**src/rtl/fbu_pkg.sv**
```systemverilog
// Shared constants for the fetch/branch unit: opcode values, funct3 value
// of the equality branch, and the two-bit immediate format selector.
package fbu_pkg;
    localparam int INSTR_W = 32;

    localparam logic [6:0] OPC_BRANCH = 7'b1100011;
    localparam logic [6:0] OPC_ALUI   = 7'b0010011;
    localparam logic [6:0] OPC_LOAD   = 7'b0000011;
    localparam logic [6:0] OPC_STORE  = 7'b0100011;
    localparam logic [2:0] F3_EQ      = 3'b000;

    // Selector formed from opcode bits {6,5}
    typedef enum logic [1:0] {
        FMT_I   = 2'b00,
        FMT_S   = 2'b01,
        FMT_RSV = 2'b10,
        FMT_SB  = 2'b11
    } imm_sel_e;
endpackage

```
**src/rtl/fbu_imm_builder.sv**
```systemverilog
// Immediate builder. Assembles a sign-extended XLEN-bit immediate from the
// instruction using only opcode bits 6 and 5 as selects. The branch offset
// shift is folded into the bit placement (bit 0 forced to 0 for branches).
// Assumes XLEN > 12. Output is undefined in meaning for other formats.
module fbu_imm_builder
    import fbu_pkg::*;
#(
    parameter int XLEN = 64
) (
    input  logic [INSTR_W-1:0] instr,
    output logic [XLEN-1:0]    imm
);
    localparam int EXT_W = XLEN - 12;

    imm_sel_e   sel;
    logic       bit0;
    logic [3:0] bits4_1;
    logic       bit11;

    assign sel = imm_sel_e'(instr[6:5]);

    // Bit 0: source depends on both select bits
    always_comb begin
        case (sel)
            FMT_I:   bit0 = instr[20];
            FMT_S:   bit0 = instr[7];
            default: bit0 = 1'b0;
        endcase
    end

    // Bits 4..1: chosen by opcode bit 5 alone
    assign bits4_1 = instr[5] ? instr[11:8] : instr[24:21];

    // Bit 11: chosen by opcode bit 6 alone
    assign bit11 = instr[6] ? instr[7] : instr[31];

    // Assemble: sign replication, bit 11, shared bits 10..5, low bits
    assign imm = {{EXT_W{instr[31]}}, bit11, instr[30:25], bits4_1, bit0};
endmodule

```
**src/rtl/fbu_branch_cond.sv**
```systemverilog
// Branch condition. Subtracts the operands and tests for a zero result;
// qualifies with the equality-branch opcode and funct3.
// Assumes operands are already read from the register file this cycle.
module fbu_branch_cond
    import fbu_pkg::*;
#(
    parameter int XLEN = 64
) (
    input  logic [INSTR_W-1:0] instr,
    input  logic [XLEN-1:0]    opnd_a,
    input  logic [XLEN-1:0]    opnd_b,
    output logic               taken
);
    logic [XLEN-1:0] diff;
    logic            is_zero;
    logic            is_beq;

    // Difference of the operands, as an ALU subtract would give it
    assign diff    = opnd_a - opnd_b;
    assign is_zero = ~|diff;

    // Instruction qualifies as equality branch
    assign is_beq = (instr[6:0] == OPC_BRANCH) && (instr[14:12] == F3_EQ);

    assign taken = is_beq & is_zero;
endmodule

```
**src/rtl/fbu_pc_seq.sv**
```systemverilog
// Program counter register with next-address selection between the
// sequential address and the branch target. Synchronous active-low reset
// to zero. Arithmetic wraps modulo 2^XLEN.
module fbu_pc_seq
    import fbu_pkg::*;
#(
    parameter int XLEN = 64
) (
    input  logic            clk,
    input  logic            rst_n,
    input  logic            taken,
    input  logic [XLEN-1:0] imm,
    output logic [XLEN-1:0] pc
);
    localparam int              STEP_BYTES = INSTR_W / 8;
    localparam logic [XLEN-1:0] STEP       = XLEN'(STEP_BYTES);

    logic [XLEN-1:0] pc_q;
    logic [XLEN-1:0] seq_addr;
    logic [XLEN-1:0] tgt_addr;

    assign seq_addr = pc_q + STEP;
    assign tgt_addr = pc_q + imm;

    // Load next PC, or zero under reset
    always_ff @(posedge clk) begin
        if (!rst_n) begin
            pc_q <= '0;
        end else begin
            pc_q <= taken ? tgt_addr : seq_addr;
        end
    end

    assign pc = pc_q;
endmodule

```
**src/rtl/fetch_branch_unit.sv**
```systemverilog
// Top of the fetch/branch unit. Joins the immediate builder, the equality
// condition and the PC register. Immediate and taken flag are combinational
// in the current instruction; PC changes on the rising edge.
// Assumes the instruction and operands are stable before the edge.
module fetch_branch_unit
    import fbu_pkg::*;
#(
    parameter int XLEN = 64
) (
    input  logic               clk,
    input  logic               rst_n,
    input  logic [INSTR_W-1:0] instr,
    input  logic [XLEN-1:0]    opnd_a,
    input  logic [XLEN-1:0]    opnd_b,
    output logic [XLEN-1:0]    pc_o,
    output logic [XLEN-1:0]    imm_o,
    output logic               taken_o
);
    logic [XLEN-1:0] imm_w;
    logic            taken_w;

    fbu_imm_builder #(.XLEN(XLEN)) u_imm (
        .instr (instr),
        .imm   (imm_w)
    );

    fbu_branch_cond #(.XLEN(XLEN)) u_cond (
        .instr  (instr),
        .opnd_a (opnd_a),
        .opnd_b (opnd_b),
        .taken  (taken_w)
    );

    fbu_pc_seq #(.XLEN(XLEN)) u_pc (
        .clk   (clk),
        .rst_n (rst_n),
        .taken (taken_w),
        .imm   (imm_w),
        .pc    (pc_o)
    );

    assign imm_o   = imm_w;
    assign taken_o = taken_w;
endmodule

```
**config.mk**
```make
export PLATFORM = sky130hd
export DESIGN_NAME = fetch_branch_unit
export DESIGN_NICKNAME = d
export VERILOG_FILES = /design/src/rtl/fbu_pkg.sv /design/src/rtl/fbu_imm_builder.sv /design/src/rtl/fbu_branch_cond.sv /design/src/rtl/fbu_pc_seq.sv /design/src/rtl/fetch_branch_unit.sv
export SDC_FILE = /design/constraint.sdc
export NUM_CORES = 1
export LEC_CHECK = 0
export BUFFER_PORTS_ARGS = -buffer_cell sky130_fd_sc_hd__buf_2
export CAP_MARGIN = 20
export CORE_AREA = 4 4 196 198
export CTS_CLUSTER_DIAMETER = 120
export DETAILED_ROUTE_END_ITERATION = 7
export DIE_AREA = 0 0 200 202
export RECOVER_POWER = 25
export SLEW_MARGIN = 20
export SYNTH_ARGS = -nofsm -noshare
export SYNTH_HDL_FRONTEND = slang
export SYNTH_SLANG_ARGS = --single-unit
```
**constraint.sdc**
```tcl
create_clock -name clk -period 5.5 [get_ports clk]
set_input_delay 0.55 -clock clk [delete_from_list [all_inputs] [get_ports clk]]
set_output_delay 0.55 -clock clk [all_outputs]
set_load 0.005 [all_outputs]
```
### Word level (Yosys, flattened, before mapping)

Cells that the tools add are included.
W data, S select, Z words.

| storage, ports and cells | value |
|---|---|
| latch bits | 0 |
| memories | 0 |
| memory bits (writable) | 0 |
| word-level logic and storage cells | 16 |
| output and inout bits | 129 |
| flip-flop bits (word level) | 64 |
| ROM bits | 0 |
| bits of input ports | 162 |

| cells by class | value |
|---|---|
| div/mod/pow operators | 0 |
| $mul | 0 |
| reductions and logical operators | 5 |
| shift operators | 0 |
| bitwise logic cells | 1 |
| add/subtract/negate cells | 3 |
| order comparisons | 0 |
| eq/ne operators | 2 |
| muxes and demuxes | 4 |

Operators by type and width:

| cell | count |
|---|---|
| $add A64 B3 Y64 const B | 1 |
| $add A64 B64 Y64 | 1 |
| $mux W64 | 1 |
| $reduce_or A64 Y1 | 1 |
| $sub A64 B64 Y64 | 1 |
| $eq A7 B7 Y1 const B | 1 |
| $mux W4 | 1 |
| $logic_not A3 Y1 | 1 |
| $eq A2 B1 Y1 const B | 1 |
| $logic_not A2 Y1 | 1 |
| $pmux W1 S2 | 1 |
| $and A1 B1 Y1 | 1 |
| $logic_and A1 B1 Y1 | 1 |
| $logic_not A1 Y1 | 1 |
| $mux W1 | 1 |

### Logic depth before layout (Yosys ltp)

Gate-level depths: netlist (run 1).

| logic depth | value |
|---|---|
| depth in word-level cells | 5 |
| depth in mapped cells | 18 |
| gate-level depth less buffers | 17 |

### Modules after synthesis

A second synthesis (run 1) with hierarchy kept.

| unflattened totals | value |
|---|---|
| cell total of the unflattened synthesis | 1,745 |
| area, all modules | 12,301.8 µm² |

By module, submodules not included:

| module | seq. area each (µm²) | area an instance (µm²) | cells each | instances |
|---|---|---|---|---|
| fbu_pc_seq | 1,281.2 | 7,135.6 | 963 | 1 |
| fbu_branch_cond | 0.0 | 4,645.7 | 715 | 1 |
| fbu_imm_builder | 0.0 | 520.5 | 67 | 1 |

### Least setup slack after synthesis (run 1)

No wires, ideal clock.

| timing path | value |
|---|---|
| path kind | input to output |
| start | in opnd_b[20] |
| end | out taken_o |
| data arrival time | 4,230 ps |
| slack | 720 ps |
| buffers on the path | 2 |
| required time | 4,950 ps |
| cell stages on the path | 14 |
| cell sequence | inv_1 ha_1 buf_2 nand4_2 or3_4 and3_1 or4_1 or4_1 or4_1 nor4_1 and4_1 nand4_2 nor4_4 buf_6 |

| on the way | value |
|---|---|
| word-level cells in the longest chain between the ends | 4 |

RTL lines:

| element | RTL line | source |
|---|---|---|
| start, declared | fetch_branch_unit.sv:14 | `input logic [XLEN-1:0] opnd_b,` |
| $sub A64 B64 Y64 | fbu_branch_cond.sv:19 | `assign diff = opnd_a - opnd_b;` |
| $reduce_or A64 Y1 | fbu_branch_cond.sv:20 | `assign is_zero = ~\|diff;` |
| $logic_not A1 Y1 | fbu_branch_cond.sv:20 |  |
| $and A1 B1 Y1 | fbu_branch_cond.sv:25 | `assign taken = is_beq & is_zero;` |
| end, declared | fetch_branch_unit.sv:17 | `output logic taken_o` |

No other way between the ends.

### Worst setup path in the final report (run 1)

| timing path | value |
|---|---|
| start | in opnd_b[32] |
| end | out taken_o |

Same word-level chain as after synthesis.

==> results by group, run 1 <==
Power
  – Fraction of power consumed by combinational cells: 48.2%
  – IR Drop Worst-Case VDD: between 0.1 and 0.15 mV
  – Leakage power total: about 6.6 nW
  – PD cells: ~140 nW/um2
  – Share of total power consumed by net switching: between 40 and 50%
  – Clk pwr share: 29.7%
  – Internal power consumption: between 1 and 1.5 mW
  – Final Total Pwr: approximately 2.1 mW
  – Sw Pwr: 0.863 mW
  – Sequential cell fraction of total power: between 20% and 30%

Synth
  – Primary FF master, synth: sky130_fd_sc_hd__dfxtp_1
  – Adder-cell share of the synthesized area: between 10% and 20%
  – Fraction of synthesized area in multiplexers: 3.04%
  – Top post-synthesis cells by area: sky130_fd_sc_hd__ha_1 (13%), sky130_fd_sc_hd__dfxtp_1 (10%), sky130_fd_sc_hd__a21oi_1 (6.1%)
  – Dominant combinational cell family by area after synthesis: compound AO/OA/AOI/OAI gates
  – Cell area after technology mapping: roughly 13,000 um2
  – Nets in the synthesized netlist: 2,114
  – Unique cell type count in the Yosys netlist: just over 80
  – Post-synth EDFFs: 0
  – Fraction of registers with async set or reset after synthesis: 0%
  – Fraction of synthesized cell area in xor and xnor cells: between 10% and 20%
  – Synthesized flop and latch total: 64
  – Area fraction in and, or, nand and nor cells after synthesis: a little over a quarter
  – Yosys warning total: 0
  – Cells after synthesis: 1,824
  – Cell accounting for the most synthesized area: sky130_fd_sc_hd__ha_1
  – Area fraction of the dominant cell type after synthesis: between 10% and 20%
  – Fraction of the yosys area taken by sequential cells: between 10 and 15%
  – Synthesized area divided by synthesized cell count: ~7 um2
  – Fraction of the mapped netlist area in compound gates: between 20% and 30%

Critical path
  – Worst Path Arrival: 4.77 ns
  – Required time worst endpoint: a little under 5 ns
  – Type of element capturing the critical path: output pin
  – Element type at the critical path start: primary input
  – Critical path start-end classification: primary input to output pin
  – Worst reg2reg path depth: 15
  – Max FO, Critical Path: 8

Finish
  – Leading cell type in the layout, fill and taps excluded: sky130_fd_sc_hd__buf_2
  – Commonest cells after routing, fill and taps aside: sky130_fd_sc_hd__buf_2 (247), sky130_fd_sc_hd__nor2_1 (197), sky130_fd_sc_hd__nand2_1 (154), sky130_fd_sc_hd__a21oi_1 (152), sky130_fd_sc_hd__ha_1 (124)
  – Layout Nets: ~2.3k
  – P&R area growth vs syn: 16.2%
  – Number of fillers in the final layout: a little under 4k
  – Area of all placed cells without fillers: between 10,000 and 15,000 um2
  – Count of inserted antenna diode cells: 0
  – Number of flip-flops under the largest register name: 64
  – Share of cells above drive strength 1: a little under a fifth

Place
  – Pre-CTS setup slack: -0.0324 ns
  – Number of port buffers: 285
  – Placed cell area: 14,400 um2
  – Weighted congestion reported at the end of routability-driven placement: 0.945
  – Half-perimeter wire length after placement: approximately 38,000 um

Clock tree
  – # Post-CTS Setup Buffers: 0
  – Maximum buffer depth of the clock tree: 2
  – Deepest level of the CTS H-tree: 3
  – Master cell of the clock root buffer: sky130_fd_sc_hd__clkbuf_16
  – Clock-pin slew of the registers on the worst-case setup and hold paths: about 0.05 ns
  – Clk Latency, worst-skew pair: roughly 0.35 ns
  – Total CTS buffers: 9
  – Post-CTS Resized: 0
  – Clock tree from TritonCTS: done
  – Clock Sinks: 64
  – Cts hold-fix bufs: 0

STA
  – Maximum achievable frequency: ~190 MHz
  – Final Hold Viols: 0
  – Number of slew-limit violations in the final report: 0
  – Final period util: about 97%
  – Measured slew at the worst slew-check pin: between 0.9 and 1 ns
  – Post-route worst hold slack: 0.522 ns
  – Setup Total Neg Slack: 0 ns
  – Max-slew headroom: 38.4%
  – Setup violations, final: 0
  – Fin crit period: 5.32 ns
  – Worst-case clock skew: 0.00862 ns
  – Unrepaired setup endpoints after global routing: no
  – Final critical-path setup slack: approximately 0.18 ns

Floorplan
  – Height of the die: approximately 200 um
  – I/O pin count: between 200 and 300
  – Die Width: 200 um
  – Starting Density: 34.6%
  – Area of the die: 40,400 um2
  – Core area: between 30,000 and 40,000 um2
  – Core Rows: 70

Worst hold path
  – Hold Path Stages: 2
  – Tightest Hold Check Type: flip-flop to flip-flop

Drt
  – Wirelength per Cell: around 18 um
  – Number of DRC markers after the initial detailed-route iteration: approximately 860
  – ANT nets after route: 0
  – Detailed-router iteration count before antenna repair: 7
  – Vias per cell: between 5 and 6
  – DRC errors left: 0
  – Vias: about 14k
  – Routed Wire Length: approximately 46,000 um

Flow run
  – Max Cap Violations: 0

Run status
  – Status: complete, no violations

Global route
  – Global route total overflow: 0
  – Number of antenna violations at the first check in global routing: 0
  – GRT Total Usage: 21.5%
  – Vias in the first global route: about 14k
  – Global-route wire length before repair: 71,600 um
  – Pin count of the biggest net entering global routing: 66
-- worst paths after layout --
kind	from	end	slack (ns)
worst max register to register	u_pc.pc[0]	u_pc.pc[62]	1.18
worst min register to register	u_pc.pc[0]	u_pc.pc[0]	0.52
worst min-delay path	u_pc.pc[0]	u_pc.pc[0]	0.52
worst max-delay path	opnd_b[32]	taken_o	0.18
-- power by group through the flow --
stage	logic, mW	clock network [mW]	registers (mW)
floorplan	0.671	0	0.478
global placement	0.996	0	0.479
detailed placement	1.00	0	0.479
CTS	1.01	0.640	0.468
global route	1.12	0.661	0.469
finish	1.02	0.627	0.468
-- synthesized netlist by cell type, drive strengths merged, types with 26 or more instances --
master and number:
nor2 197, nand2 154, a21oi 153, ha 127, inv 97, o21ai 94, xnor2 84, buf 77
xor2 67, dfxtp 64, nand3 62, nand4 62, clkbuf 59, a211oi 57, a21o 52, nor3 38
o21a 32, nor4 31, mux2i 26
-- logic make-up after synthesis --
kind of cell,Yosys count
xor+xnor,151
flops,64
simple gates,677
buf+inv,234
fa+ha+maj,128
mux,37
compound gates,533
-- critical path, stage by stage --
cell and delay [ns]:
sky130_fd_sc_hd__buf_2 0.08, sky130_fd_sc_hd__inv_1 0.03, sky130_fd_sc_hd__ha_1 0.43, sky130_fd_sc_hd__a21oi_1 0.13, sky130_fd_sc_hd__o21ai_0 0.48, sky130_fd_sc_hd__a21oi_1 0.15
sky130_fd_sc_hd__o21ai_0 0.49, sky130_fd_sc_hd__o21ai_0 0.16, sky130_fd_sc_hd__or4_1 0.42, sky130_fd_sc_hd__or4_1 0.52, sky130_fd_sc_hd__nor4_1 0.27, sky130_fd_sc_hd__and4_1 0.29
sky130_fd_sc_hd__nand4_2 0.14, sky130_fd_sc_hd__nor4_4 0.28, sky130_fd_sc_hd__buf_4 0.20, sky130_fd_sc_hd__buf_2 0.13
-- area by class of cell --
| type | instances | area, um2 | area share (%) |
|---|---|---|---|
| Inverter | 98 | 368 | 2.51 |
| Clock inverter | 4 | 51.3 | 0.350 |
| Multi-Input combinational cell | 1526 | 10200 | 69.6 |
| Sequential cell | 64 | 1280 | 8.73 |
| Tap cell | 468 | 586 | 3.99 |
| Timing Repair Buffer | 351 | 1900 | 13.0 |
| Clock buffer | 12 | 267 | 1.82 |
-- through the flow --
step,cells,utilization (%)
after detailed placement,2507,39.4
after global routing,2523,40.2
after global placement,2507,39.4
after floorplan,1824,-
final,2523,40.2
after CTS,2523,40.3
-- per-layer routing --
layer / up-vias / track usage (%) / routed length [um]
li1: 7081 / - / -
met1: 6662 / 28.6 / 20100
met2: 520 / 35.8 / 21300
met3: 82 / 3.25 / 3010
met4: 0 / 6.65 / 1440
met5: - / 0 / 0
Power figures use the tool's default switching activity.
==> inputs of run 2 (changes only) <==
- CORE_AREA: 4 4 196 198 -> 4 4 225 172
- DIE_AREA: 0 0 200 202 -> 0 0 229 176
==> run 2 against run 1 <==
Sequential power barely moved. Critical path depth fell by 1. Setup slack got worse by 0.031 ns. Die area fell by 0.24%. Clock power rose by 2%. Sequential share of layout area fell by 0.21 points. Worst hold slack improved by 0.019 ns. Maximum frequency fell by 0.59%. Critical endpoint unchanged.
==> results by group, run 2 (synthesis gave the netlist of run 1 again) <==
Run status
  – Status: complete, no violations

Finish
  – Area of all placed cells without fillers: 15,000 um2 (+2.4%)
  – Total area of sequential cells: 1280 um2 (unchanged)
  – Layout Nets: 2,385 (+1.9%)
  – Commonest cells after routing, fill and taps aside: sky130_fd_sc_hd__buf_2 (256), sky130_fd_sc_hd__nor2_1 (197), sky130_fd_sc_hd__nand2_1 (154), sky130_fd_sc_hd__a21oi_1 (153), sky130_fd_sc_hd__ha_1 (127)
  – Leading cell type in the layout, fill and taps excluded: sky130_fd_sc_hd__buf_2
  – Number of fillers in the final layout: 3,926 (+1.0%)
  – P&R area growth vs syn: 19.0%
  – Share of cells above drive strength 1: 20.3% (+2.0 points)
  – Multi-input combinational cell area: 10,200 um2 (about the same)
  – Count of inserted antenna diode cells: 0 (unchanged)
  – Number of flip-flops under the largest register name: 64 (unchanged)

Place
  – Number of port buffers: 285 (unchanged)
  – Pre-CTS setup slack: -0.0843 ns (-0.0518 ns)
  – Half-perimeter wire length after placement: 41,200 um (+7.7%)
  – Placed cell area: 14,700 um2 (+2.3%)
  – Weighted congestion reported at the end of routability-driven placement: 0.986 (+4.3%)

Flow run
  – Max Cap Violations: 0 (unchanged)

STA
  – Unrepaired setup endpoints after global routing: no
  – Worst-case clock skew: 0.00730 ns (-0.00132 ns)
  – Fin crit period: 5.35 ns (+0.0314 ns)
  – Setup violations, final: 0 (unchanged)
  – Max-slew headroom: 41.9% (+3.5 points)
  – Setup Total Neg Slack: 0 ns (unchanged)
  – Measured slew at the worst slew-check pin: 0.850 ns (-0.0711 ns)
  – Final period util: 97.3% (+0.57 points)
  – Final critical-path setup slack: 0.147 ns (-0.0314 ns)
  – Number of slew-limit violations in the final report: 0 (unchanged)
  – Final Hold Viols: 0 (unchanged)
  – Post-route worst hold slack: 0.540 ns (+0.0186 ns)
  – Maximum achievable frequency: 187 MHz (-0.59%)

Clock tree
  – Cts hold-fix bufs: 0 (unchanged)
  – Clk Latency, worst-skew pair: 0.34 ns (about the same)
  – Clock-pin slew of the registers on the worst-case setup and hold paths: 0.05 ns (about the same)
  – Total CTS buffers: 9 (unchanged)
  – Clock tree from TritonCTS: done
  – Deepest level of the CTS H-tree: 3 (unchanged)
  – Master cell of the clock root buffer: sky130_fd_sc_hd__clkbuf_16
  – Maximum buffer depth of the clock tree: 2 (unchanged)
  – Clock Sinks: 64 (unchanged)

Drt
  – ANT nets after route: 0 (unchanged)
  – Vias per cell: 5.68 (about the same)
  – Routed Wire Length: 49,000 um (+7.0%)
  – Vias: 14.6k (+1.8%)
  – Detailed-router iteration count before antenna repair: 5 (-2)
  – Wirelength per Cell: 19.1 um (+5.0%)
  – DRC errors left: 0 (unchanged)
  – Number of DRC markers after the initial detailed-route iteration: 1,116 (+31%)

Critical path
  – Critical path start-end classification: primary input to output pin
  – Worst path bufs/invs: 4 (unchanged)
  – Type of element capturing the critical path: output pin
  – Cell with the most instances on the worst path: sky130_fd_sc_hd__or4_1
  – Crit-path leading delay family: simple AND/OR/NAND/NOR gates
  – Required time worst endpoint: 4.95 ns (about the same)
  – Max stage delay on crit path: 0.53 ns (about the same)
  – Element type at the critical path start: primary input
  – Ordered cell list for the critical path: buf_2, inv_1, ha_1, buf_4, nand4_2, or3_4, and3_1, or4_1, or4_1, or4_1, nor4_1, and4_1, nand4_2, nor4_4, buf_2
  – Max FO, Critical Path: 5 (-3)
  – Library cell contributing the largest single delay on the critical path: sky130_fd_sc_hd__or4_1
  – Worst Path Arrival: 4.80 ns (+0.03 ns)

Power
  – IR Drop Worst-Case VDD: 0.139 mV (-6.1%)
  – PD cells: 147 nW/um2 (+1.9%)
  – Leakage power total: 6.88 nW (+3.7%)
  – Final Total Pwr: 2.21 mW (+4.3%)

Global route
  – Grt met1 use: 35.8% (+7.2 points)
  – GRT Total Usage: 23.0% (+1.5 points)
  – Vias in the first global route: 13.5k (-0.71%)
  – Layer carrying the most global-route usage: met1
  – Global-route wire length before repair: 75,500 um (+5.4%)
  – Pin count of the biggest net entering global routing: 77 (+17%)
  – Global route total overflow: 0 (unchanged)
  – Number of antenna violations at the first check in global routing: 2 (+2)
  – Global-route met3 utilization: 3.69% (+0.44 points)
  – Grt met2 use: 33.0% (-2.8 points)

Floorplan
  – I/O pin count: 291 (unchanged)
  – Die Width: 229 um (+14%)
  – Starting Density: 34.5% (-0.11 points)
  – Area of the die: 40,300 um2 (-0.24%)
  – Core Rows: 61 (-13%)
  – Core area: 36,600 um2 (+0.31%)
  – Height of the die: 176 um (-13%)

Worst hold path
  – Tightest Hold Check Type: flip-flop to flip-flop
run 2: repair_timing:
action	CTS	global route
setup buffers	0	0
resized for setup	0	5
endpoints found under the setup margin	0	45
run 2: area by class of cell:
| type | instances | area share (%) |
|---|---|---|
| clock inverter | 3 | 0.433 |
| sequential | 64 | 8.52 |
| timing repair buffer | 396 | 14.9 |
| tap | 472 | 3.93 |
| clock buffer | 12 | 1.71 |
| inverter | 98 | 2.45 |
| multi-input combinational | 1526 | 68.1 |
run 2: final timing paths:
kind,depth (start not counted),slack (ns),startpoint,end
setup reg to reg,16,1.13,u_pc.pc[0],u_pc.pc[62]
hold reg to reg,2,0.54,u_pc.pc[0],u_pc.pc[0]
hold / removal,2,0.54,u_pc.pc[0],u_pc.pc[0]
setup / recovery,15,0.15,opnd_b[22],taken_o
run 2: power breakdown:
part | switching (mW) | total (mW) | internal, mW
clock network | 0.223 | 0.642 | 0.419
logic | 0.660 | 1.10 | 0.436
registers | 0.00468 | 0.470 | 0.466
total | 0.887 | 2.21 | 1.32
run 2: metrics by stage:
| stage | cells | util (%) |
|---|---|---|
| finish | 2571 | 41.0 |
| global route | 2571 | 41.0 |
| CTS | 2571 | 41.1 |
| detailed placement | 2556 | 40.2 |
| global placement | 2556 | 40.2 |
| floorplan | 1824 | - |
run 2: per-layer routing:
layer	wire, um	vias up	part of all wire, %
li1	-	7182	-
met1	24300	6852	50
met2	19500	526	40
met3	4280	44	8.7
met4	933	4	1.9
met5	21	-	0.043
run 2: tightest hold or removal path, stage by stage, from the launching register on:
cell                      delay, ns
sky130_fd_sc_hd__dfxtp_1       0.35
sky130_fd_sc_hd__mux2i_1       0.08
sky130_fd_sc_hd__nor2_1        0.07
